### src/rtl/wdog_pkg.sv
`timescale 1ns/1ps
package wdog_pkg;
  localparam int CNT_W        = 12;
  localparam int DLT_LSB      = 16;
  localparam int IRQ_EN_BIT   = 12;
  localparam int RST_EN_BIT   = 13;
  localparam int PROC_BIT     = 14;
  localparam int DIS_BIT      = 15;
  localparam int DBG_HLT_BIT  = 28;
  localparam int IDLE_HLT_BIT = 29;
  localparam int KEY_LSB      = 24;
  localparam logic [31:0] MODE_RST = 32'h3FFF_2FFF;

  typedef enum logic [1:0] {
    A_CTRL = 2'd0,
    A_MODE = 2'd1,
    A_STAT = 2'd2,
    A_CNT  = 2'd3
  } reg_addr_e;
endpackage

### src/rtl/wdog_regs.sv
`timescale 1ns/1ps
module wdog_regs
  import wdog_pkg::*;
#(
  parameter int ADDR_W = 2,
  parameter logic [7:0] KEY = 8'hA5
) (
  input  logic              clk_i,
  input  logic              rst_ni,
  input  logic              sel_i,
  input  logic              wr_i,
  input  logic [ADDR_W-1:0] addr_i,
  input  logic [31:0]       wdata_i,
  input  logic [CNT_W-1:0]  cnt_i,
  input  logic [1:0]        flags_i,
  output logic [31:0]       rdata_o,
  output logic [31:0]       mode_o,
  output logic              locked_o,
  output logic              mode_wr_o,
  output logic              restart_o,
  output logic              stat_rd_o
);
  logic wr_en, rd_en;
  assign wr_en = sel_i & wr_i;
  assign rd_en = sel_i & ~wr_i;

  assign mode_wr_o = wr_en && addr_i == ADDR_W'(A_MODE) && !locked_o;
  assign restart_o = wr_en && addr_i == ADDR_W'(A_CTRL) &&
                     wdata_i[KEY_LSB +: 8] == KEY && wdata_i[0];
  assign stat_rd_o = rd_en && addr_i == ADDR_W'(A_STAT);

  always_ff @(posedge clk_i or negedge rst_ni) begin
    if (!rst_ni) begin
      mode_o   <= MODE_RST;
      locked_o <= 1'b0;
    end else if (mode_wr_o) begin
      mode_o   <= wdata_i;
      locked_o <= 1'b1;
    end
  end

  always_comb begin
    rdata_o = '0;
    if (rd_en) begin
      unique case (addr_i)
        ADDR_W'(A_MODE): rdata_o = mode_o;
        ADDR_W'(A_STAT): rdata_o = {30'd0, flags_i};
        ADDR_W'(A_CNT):  rdata_o = {{(32-CNT_W){1'b0}}, cnt_i};
        default:         rdata_o = '0;
      endcase
    end
  end
endmodule

### src/rtl/wdog_counter.sv
`timescale 1ns/1ps
module wdog_counter
  import wdog_pkg::*;
(
  input  logic             clk_i,
  input  logic             rst_ni,
  input  logic             tick_i,
  input  logic             idle_i,
  input  logic             dbg_i,
  input  logic [CNT_W-1:0] val_i,
  input  logic [CNT_W-1:0] dlt_i,
  input  logic             dis_i,
  input  logic             idle_hlt_i,
  input  logic             dbg_hlt_i,
  input  logic             load_i,
  input  logic [CNT_W-1:0] load_val_i,
  input  logic             restart_i,
  output logic [CNT_W-1:0] cnt_o,
  output logic             unf_o,
  output logic             err_o
);
  logic             run;
  logic [CNT_W-1:0] cnt_d;

  assign run = !dis_i && !(idle_i && idle_hlt_i) && !(dbg_i && dbg_hlt_i);

  always_comb begin
    cnt_d = cnt_o;
    unf_o = 1'b0;
    err_o = 1'b0;
    if (load_i) begin
      cnt_d = load_val_i;
    end else if (restart_i && !dis_i) begin
      err_o = cnt_o > dlt_i;   // restart outside the window
      cnt_d = val_i;
    end else if (tick_i && run) begin
      if (cnt_o == '0) begin
        unf_o = 1'b1;
        cnt_d = val_i;
      end else begin
        cnt_d = cnt_o - 1'b1;
      end
    end
  end

  always_ff @(posedge clk_i or negedge rst_ni) begin
    if (!rst_ni) cnt_o <= MODE_RST[CNT_W-1:0];
    else         cnt_o <= cnt_d;
  end
endmodule

### src/rtl/wdog_fault.sv
`timescale 1ns/1ps
module wdog_fault (
  input  logic       clk_i,
  input  logic       rst_ni,
  input  logic       unf_i,
  input  logic       err_i,
  input  logic       stat_rd_i,
  input  logic       irq_en_i,
  input  logic       rst_en_i,
  output logic [1:0] flags_o,
  output logic       irq_o,
  output logic       rst_req_o
);
  always_ff @(posedge clk_i or negedge rst_ni) begin
    if (!rst_ni) begin
      flags_o   <= '0;
      rst_req_o <= 1'b0;
    end else begin
      // new events win over the read-clear
      flags_o   <= (flags_o & {2{~stat_rd_i}}) | {err_i, unf_i};
      rst_req_o <= rst_en_i & (unf_i | err_i);
    end
  end

  assign irq_o = irq_en_i & (|flags_o);
endmodule

### src/rtl/wdog_window_timer.sv
`timescale 1ns/1ps
module wdog_window_timer
  import wdog_pkg::*;
#(
  parameter int ADDR_W = 2,
  parameter logic [7:0] KEY = 8'hA5
) (
  input  logic              clk_i,
  input  logic              rst_ni,
  input  logic              sel_i,
  input  logic              wr_i,
  input  logic [ADDR_W-1:0] addr_i,
  input  logic [31:0]       wdata_i,
  output logic [31:0]       rdata_o,
  input  logic              tick_i,
  input  logic              idle_i,
  input  logic              dbg_i,
  output logic              irq_o,
  output logic              rst_req_o,
  output logic              rst_proc_o
);
  logic [31:0]      mode_q;
  logic             locked, mode_wr, restart, stat_rd;
  logic [CNT_W-1:0] cnt;
  logic [1:0]       flags;
  logic             unf, err;

  wdog_regs #(.ADDR_W(ADDR_W), .KEY(KEY)) i_regs (
    .clk_i, .rst_ni, .sel_i, .wr_i, .addr_i, .wdata_i,
    .cnt_i     (cnt),
    .flags_i   (flags),
    .rdata_o,
    .mode_o    (mode_q),
    .locked_o  (locked),
    .mode_wr_o (mode_wr),
    .restart_o (restart),
    .stat_rd_o (stat_rd)
  );

  wdog_counter i_counter (
    .clk_i, .rst_ni, .tick_i, .idle_i, .dbg_i,
    .val_i      (mode_q[CNT_W-1:0]),
    .dlt_i      (mode_q[DLT_LSB +: CNT_W]),
    .dis_i      (mode_q[DIS_BIT]),
    .idle_hlt_i (mode_q[IDLE_HLT_BIT]),
    .dbg_hlt_i  (mode_q[DBG_HLT_BIT]),
    .load_i     (mode_wr),
    .load_val_i (wdata_i[CNT_W-1:0]),
    .restart_i  (restart),
    .cnt_o      (cnt),
    .unf_o      (unf),
    .err_o      (err)
  );

  wdog_fault i_fault (
    .clk_i, .rst_ni,
    .unf_i     (unf),
    .err_i     (err),
    .stat_rd_i (stat_rd),
    .irq_en_i  (mode_q[IRQ_EN_BIT]),
    .rst_en_i  (mode_q[RST_EN_BIT]),
    .flags_o   (flags),
    .irq_o,
    .rst_req_o
  );

  assign rst_proc_o = mode_q[PROC_BIT];
endmodule

### config.mk
export PLATFORM = sky130hd
export DESIGN_NAME = wdog_window_timer
export DESIGN_NICKNAME = d
export VERILOG_FILES = /design/src/rtl/wdog_pkg.sv /design/src/rtl/wdog_regs.sv /design/src/rtl/wdog_counter.sv /design/src/rtl/wdog_fault.sv /design/src/rtl/wdog_window_timer.sv
export SDC_FILE = /design/constraint.sdc
export NUM_CORES = 1
export LEC_CHECK = 0
export ABC_AREA = 1
export ABC_CLOCK_PERIOD_IN_PS = 3300
export BUFFER_PORTS_ARGS = -buffer_cell sky130_fd_sc_hd__buf_2
export CAP_MARGIN = 25
export CORE_ASPECT_RATIO = 1.75
export CORE_MARGIN = 3
export CORE_UTILIZATION = 55
export DETAILED_ROUTE_END_ITERATION = 8
export GPL_TIMING_DRIVEN = 0
export PLACE_DENSITY = 0.82
export SYNTH_ARGS = -nofsm -noshare
export SYNTH_HDL_FRONTEND = slang
export SYNTH_SLANG_ARGS = --single-unit
### constraint.sdc
create_clock -name clk_i -period 3.3 [get_ports clk_i]
set_input_delay 0.66 -clock clk_i [delete_from_list [all_inputs] [get_ports clk_i]]
set_output_delay 0.66 -clock clk_i [all_outputs]
set_load 0.05 [all_outputs]
Word level (Yosys, flattened, before mapping)
Index checks and enable logic that the tools add are counted.
Word-level totals
  word-level logic and storage cells: 52
  input port bits: 41
  register bits after elaboration: 48
Cells by class
  order comparisons: 1
  add/sub/neg operators: 1
  equality and inequality tests: 4
  muxes and demuxes: 12
  bitwise logic cells: 9
  reductions and logical operators: 20
Operators with widths (count)
  32-bit case mux with 3 select lines: 1
  12-bit two-way mux: 4
  32-bit two-way mux: 1
  12-bit greater-than comparator: 1
  1-bit logical AND: 12
  12-bit logical NOT: 1
  12-bit by 1-bit subtractor with 12-bit output (second input constant): 1
  8-bit == test (second input constant): 1
  1-bit two-way mux: 6
  1-bit bitwise AND: 4
  2-bit == test (second input constant): 2
  1-bit logical NOT: 4
  3-bit nonzero test: 1
  2-bit bitwise AND: 1
  2-bit by 1-bit == test with 1-bit output (second input constant): 1
  2-bit logical NOT: 1
  1-bit NOT: 2
  2-bit OR: 1
  2-bit OR reduction: 1
  1-bit OR: 1

Depth between registers and ports, before layout
Gate-level depths: netlist of run 1.
  depth after elaboration: 10
  mapped depth: 12

By module
Synthesis of run 1 repeated with hierarchy kept, for this count alone.
Unflattened totals
  cell total of the unflattened synthesis: 513
  area, all modules: 3447.1 µm²
By module, submodules not included
  wdog_regs: sequential area each 859.6 µm², cells each 259, area each 1880.6 µm², times used 1
  wdog_counter: sequential area each 315.3 µm², cells each 238, area each 1442.6 µm², times used 1
  wdog_fault: sequential area each 75.1 µm², cells each 16, area each 123.9 µm², times used 1

Worst setup path before layout of run 1
Ideal clock, no wire load.
  path kind: input to output
  start point: input port sel_i
  end point: output port rdata_o[18]
  data arrival time: 2.464 ns
  path slack: 0.176 ns
  buffers on the path: 1
  stages: 5
  cell sequence: inv_1 -> nor2_1 -> inv_1 -> clkbuf_1 -> nor3_1
Between the ends
  cells in the longest elaborated chain, start to end: 2
Ends and longest elaborated chain
  start: declaration: RTL line wdog_window_timer.sv:10  | input logic sel_i,
  1-bit bitwise AND: RTL line wdog_regs.sv:25  | assign rd_en = sel_i & ~wr_i;
  32-bit two-way mux: RTL line wdog_regs.sv:44  | if (rd_en) begin
  end: declaration: RTL line wdog_window_timer.sv:14  | output logic [31:0] rdata_o,
No other way between the ends.

Worst setup path after layout of run 1
  start point: input port wr_i
  end point: output port rdata_o[2]
Between the ends
  cells in the longest elaborated chain, start to end: 3
Ends and longest elaborated chain
  start: declaration: RTL line wdog_window_timer.sv:11  | input logic wr_i,
  1-bit NOT: RTL line wdog_regs.sv:25
  1-bit bitwise AND: RTL line wdog_regs.sv:25
  32-bit two-way mux: RTL line wdog_regs.sv:44
No other way between the ends.

==> results.md, run 1 <==
- YS warnings: 0
- Deepest clock path buffer count: 2
- Fillers: 497
- Hpwl dp: 6.698 mm
- Fmax achieved: 348.1 MHz
- Skew-Pair Late Insertion Delay: 0.30 ns
- Setup TNS: 0 ns
- Die height: 105.9 um
- GRT Residual Overflow: 0
- GP Congestion: 0.8718
- Antenna violations before repair: 0
- Post-synthesis sequential area ratio: 0.3988
- # rows: 35
- # DRC: 0
- Footprint of the multi-input gates: 1607 sq um
- # setup viols final: 0
- Port Buf Inserts: 75
- Vias post-DR: 3245
- P_leak: 2.036 nW
- Tot GR Track Use: 0.2735
- Worst R2R Setup Slack: 1.31 ns
- RSZ-0062 raised after global routing: false
- Post-synthesis mux area share: 0
- Crit share post-route: 0.8705
- CTS clk-pin slew, worst paths: 0.09 ns
- Post-Route WL: 8.699 mm
- Area growth syn-to-layout: 19.68%
- Commonest non-fill, non-tap cell in the layout: nand2_1
- Post-Synth Simple-Gate Area: 0.3729
- Fin nets: 600
- Cts bufs inserted: 5
- TritonCTS clock tree: done
- Crit Path Category: input port to primary output
- Compound-Gate Fraction of Synth Area: 0.07585
- Largest net degree at the start of global routing: 29
- Worst setup EP type: primary output
- Layout cells sized above 1: 0.2578
- Synth Area in XOR/XNOR: 0.01118
- Combinational family with the most area after synthesis: simple AND/OR/NAND/NOR gates
- Slew Limit Headroom: 0.6243
- Worst Tran Pin Value: 0.5618 ns
- CTS H-tree depth: 2
- Core Area: 5386 sq um
- Critical path required time: 2.64 ns
- Final Max Tran Viols: 0
- Yosys cell types: 27
- Io pins: 76
- Mapped Cells: 463
- Syn nets: 517
- Clk sinks: 48
- Final ANT Viol Nets: 0
- Drt pass-1 iters: 4
- N_diodes: 0
- First-pass GRT wire length: 14.52 mm
- Max IR drop VDD: 0.4318 mV
- Root buf cell: clkbuf_8
- Vias per cell: 5.225
- Status: finished clean
- Power Total: 2.443 mW
- Final Hold Vio Count: 0
- Reg area: 1250 sq um
- Vias in the first global route: 3153
- Max-Cap Viols: 0
- PwrDens: 651.3 nW/um^2
- Number of DRC markers in iteration 0: 180
- Worst setup SP type: input port
- #FFs+latches synth: 48
- Mean post-synth cell area: 6.769 sq um
- Cell Area, Synth: 3134 sq um
- CP Max Fanout: 10
- Critical Path AT: 2.21 ns
- Die area: 6676 sq um
- Adder-Cell Fraction of Synth Area: 0.05190
- Initial core utilization: 0.5819
- Hold WC Path Type: input port to async pin
- Tmin final: 2.873 ns
- Clock skew: 0.005694 ns
- Most frequent cells in the layout: 172 x nand2_1, 77 x buf_2, 53 x inv_1
- WL/cell: 14.01 um
- Die width: 63.07 um
[cells by family after synthesis]
logic type      count (synthesis)
simple gates                  281
buf+inv                        71
flops                          48
compound gates                 46
fa+ha+maj                      13
xor+xnor                        4
[layer usage]
metal  track usage  up-vias  part of all wire  wire length [um]
met5             0        -                 0                 0
met4        0.1248        0             0.036               312
met3       0.04371       20             0.049               425
met2        0.4936      100              0.53              4645
met1        0.3089     1513              0.38              3315
li1              -     1612                 -                 -
[path summary, 6_finish.rpt]
kind / depth (start not counted) / endpoint / from
setup / recovery: 6 / rdata_o[2] / wr_i
hold / removal: 1 / i_regs.mode_o[14] / rst_ni
setup reg to reg: 10 / i_counter.cnt_o[8] / i_counter.cnt_o[0]
hold reg to reg: 2 / i_regs.mode_o[29] / i_regs.mode_o[29]
max in group asynchronous: 2 / i_regs.mode_o[0] / rst_ni
min in group clk_i: 2 / i_regs.mode_o[29] / i_regs.mode_o[29]
[critical path: stages]
cell      delay, ns
buf_2          0.11
nor2_2         0.39
inv_1          0.23
clkbuf_1       0.31
a21oi_1        0.22
buf_2          0.29
[synthesized netlist by cell type, drive strengths merged]
master | number | area share
o21a | 1 | 0.0024
dfrtp | 9 | 0.072
xnor2 | 2 | 0.0056
nor3 | 16 | 0.029
or2 | 1 | 0.0020
clkbuf | 9 | 0.011
nand4 | 4 | 0.0080
o21ai | 20 | 0.032
ha | 13 | 0.052
nand3b | 3 | 0.0072
nand3 | 29 | 0.050
xor2 | 2 | 0.0056
nand2 | 175 | 0.21
o211ai | 2 | 0.0048
buf | 4 | 0.0092
a21oi | 23 | 0.037
inv | 57 | 0.068
nor2 | 53 | 0.065
dfstp | 39 | 0.33
clkinv | 1 | 0.0012
[power by group]
part	total (mW)	switching [mW]	internal (mW)
sequential	1.05	0.175	0.875
combinational	0.925	0.581	0.345
clock	0.468	0.201	0.268
total	2.44	0.957	1.49
[layout make-up]
class                   instances  share of cell area
plain buffers                  13             0.01668
multi-input cells             344              0.4283
repair buffers                 76              0.1054
clock buffers                   7             0.02568
flip-flops and latches         48              0.3332
inverters                      58             0.05804
well taps                      74             0.02468
clock inverters                 1            0.008005
[flip-flops by register name, indices dropped and copies added, names as in the netlist]
register           cells
i_regs.mode_o         32
i_fault.rst_req_o      1
i_regs.locked_o        1
i_counter.cnt_o       12
i_fault.flags_o        2
[per-stage QoR]
step,hold WS [ns],util,setup slack [ns],cell area (sq um),cells
final,0.3066,0.6964,0.4272,3751,621
after detailed placement,0.4720,0.6725,0.1724,3622,613
after global routing,0.3349,0.6964,0.2923,3751,621
after floorplan,0.3644,-,0.1759,3134,463
after CTS,0.3182,0.6959,0.1804,3749,621
after global placement,0.4635,0.6688,0.1996,3602,612
[repair_timing]
action,in CTS,in global routing
endpoints found under the setup margin,0,1
hold buffers,0,0
gates resized for setup,0,1
buffers inserted,0,0
Power figures use the tool's default switching activity.
==> inputs of run 2 (changes only) <==
ABC_CLOCK_PERIOD_IN_PS = 3600   (was 3300)
CORE_UTILIZATION = 47   (was 55)
PLACE_DENSITY = 0.72   (was 0.82)
clock period = 3.6 ns   (was 3.3 ns; I/O delays follow)
==> results.md, run 2 (synthesis results as in run 1) <==
- GRT Residual Overflow: 0
- Critical path required time: 2.88 ns
- Crit share post-route: 0.9074
- Hold WC Path Type: input port to async pin
- Crit Path Category: input port to primary output
- WL/cell: 13.76 um
- # DRC: 0
- Post-CTS resize count: 0
- Crit-path slowest cell: nor2_1
- Final instance area: 3711 sq um
- Placed inst area: 3630 sq um
- # setup viols final: 0
- TritonCTS clock tree: done
- Tmin final: 3.267 ns
- Footprint of the multi-input gates: 1604 sq um
- Hold_buf cts: 0
- Final ANT Viol Nets: 0
- Cts bufs inserted: 5
- Layout cells sized above 1: 0.2523
- Fmax achieved: 306.1 MHz
- Max-Cap Viols: 0
- Post-Route WL: 8.628 mm
- Largest Register: i_regs.mode_o
- Worst reg-to-reg path cell count: 9
- R2r endpoint: i_counter.cnt_o[11]
- CP Max Fanout: 10
- Tot GR Track Use: 0.2424
- Final Max Tran Viols: 0
- Commonest non-fill, non-tap cell in the layout: nand2_1
- Die height: 114.0 um
- Vias in the first global route: 3056
- Initial core utilization: 0.4956
- Worst setup EP type: primary output
- Max IR drop VDD: 0.3138 mV
- Clock skew: 0.003667 ns
- Skew-Pair Late Insertion Delay: 0.31 ns
- Most frequent CP cell: buf_2
- # rows: 38
- Worst R2R Setup Slack: 1.65 ns
- PwrDens: 570.5 nW/um^2
- Reg area: 1250 sq um
- First-pass GRT wire length: 14.09 mm
- DP Cell Count: 619
- Post-CTS setup buffers: 0
- GP Congestion: 0.9286
- RSZ-0062 raised after global routing: false
- Peak per-stage delay on the critical path: 0.59 ns
- Drt pass-1 iters: 4
- CTS clk-pin slew, worst paths: 0.09 ns
- P_leak: 2.014 nW
- Worst R2R Start: i_counter.cnt_o[0]
- Core Area: 6324 sq um
- Number of DRC markers in iteration 0: 151
- Largest net degree at the start of global routing: 26
- Setup TNS: 0 ns
- Worst setup SP type: input port
- Post-layout util: 0.5869
- Root buf cell: clkbuf_8
- Die area: 7723 sq um
- N_diodes: 0
- Vias post-DR: 3156
- Worst hold margin: 0.3918 ns
- CTS H-tree depth: 2
- Regs by FF count: i_regs.mode_o: 32 flops, i_counter.cnt_o: 12 flops, i_fault.flags_o: 2 flops
- Deepest clock path buffer count: 2
- Status: finished clean
- Slew Limit Headroom: 0.4874
- Die width: 67.73 um
- Area growth syn-to-layout: 18.40%
- Vias per cell: 5.033
- Clk sinks: 48
- Worst Tran Pin Value: 0.7661 ns
- Port Buf Inserts: 75
- Antenna violations before repair: 0
- Fin cells: 627
- Io pins: 76
- Max reg flops: 32
- Most frequent cells in the layout: 172 x nand2_1, 77 x buf_2, 53 x inv_1
- Fin nets: 600
- Fillers: 626
- Hpwl dp: 6.813 mm
- Critical Path AT: 2.55 ns
- Worst path cell trace: buf_2 > nor2_1 > inv_1 > clkbuf_1 > a21oi_1 > buf_2
- Final Hold Vio Count: 0
## run 2: changes by cell type in the layout (fill, tap and decap cells not counted), sizes merged
cell,previous run,this run
bufinv,1,0
clkinv,1,2
## run 2: final cells by class
class                   count  share of cell area
well taps                  80             0.02697
repair buffers             76              0.1065
inverters                  58             0.05866
flip-flops and latches     48              0.3368
plain buffers              13             0.01686
clock inverters             1            0.001349
multi-input cells         344              0.4322
clock buffers               7             0.02057
## run 2: how the worst max path moves through the flow
stage | startpoint | end | depth (start not counted)
floorplan | sel_i | rdata_o[18] | 5
global placement | wr_i | rdata_o[6] | 6
detailed placement | wr_i | rdata_o[6] | 6
CTS | wr_i | rdata_o[6] | 6
global route | wr_i | rdata_o[11] | 6
finish | wr_i | rdata_o[6] | 6
## run 2: metrics by stage
stage	total power, mW	setup WS, ns
finish	2.117	0.3334
CTS	2.129	0.3143
global route	2.297	0.1914
floorplan	1.551	0.3559
global placement	1.756	0.3241
detailed placement	1.798	0.3262
## run 2: where the power goes
| part | total, mW | leakage, nW | switching, mW | internal [mW] |
|---|---|---|---|---|
| Combinational | 0.834 | 1.45 | 0.519 | 0.316 |
| Sequential | 0.960 | 0.522 | 0.158 | 0.802 |
| Clock | 0.323 | 0.0422 | 0.186 | 0.137 |
| Total | 2.12 | 2.01 | 0.863 | 1.25 |
## run 2: per-layer routing
| metal | vias up | wire length [um] | track usage |
|---|---|---|---|
| met1 | 1450 | 3326 | 0.2712 |
| met2 | 79 | 4670 | 0.4392 |
| met3 | 11 | 387 | 0.03547 |
| met4 | 0 | 244 | 0.1003 |
| met5 | - | 0 | 0 |
| li1 | 1616 | - | - |
## run 2: worst max-delay path: cells and delay by family
family                 cells  cell delay, ns
AND/OR/NAND/NOR            1            0.59
buffers and inverters      4            0.99
AO/OA/AOI/OAI              1            0.24
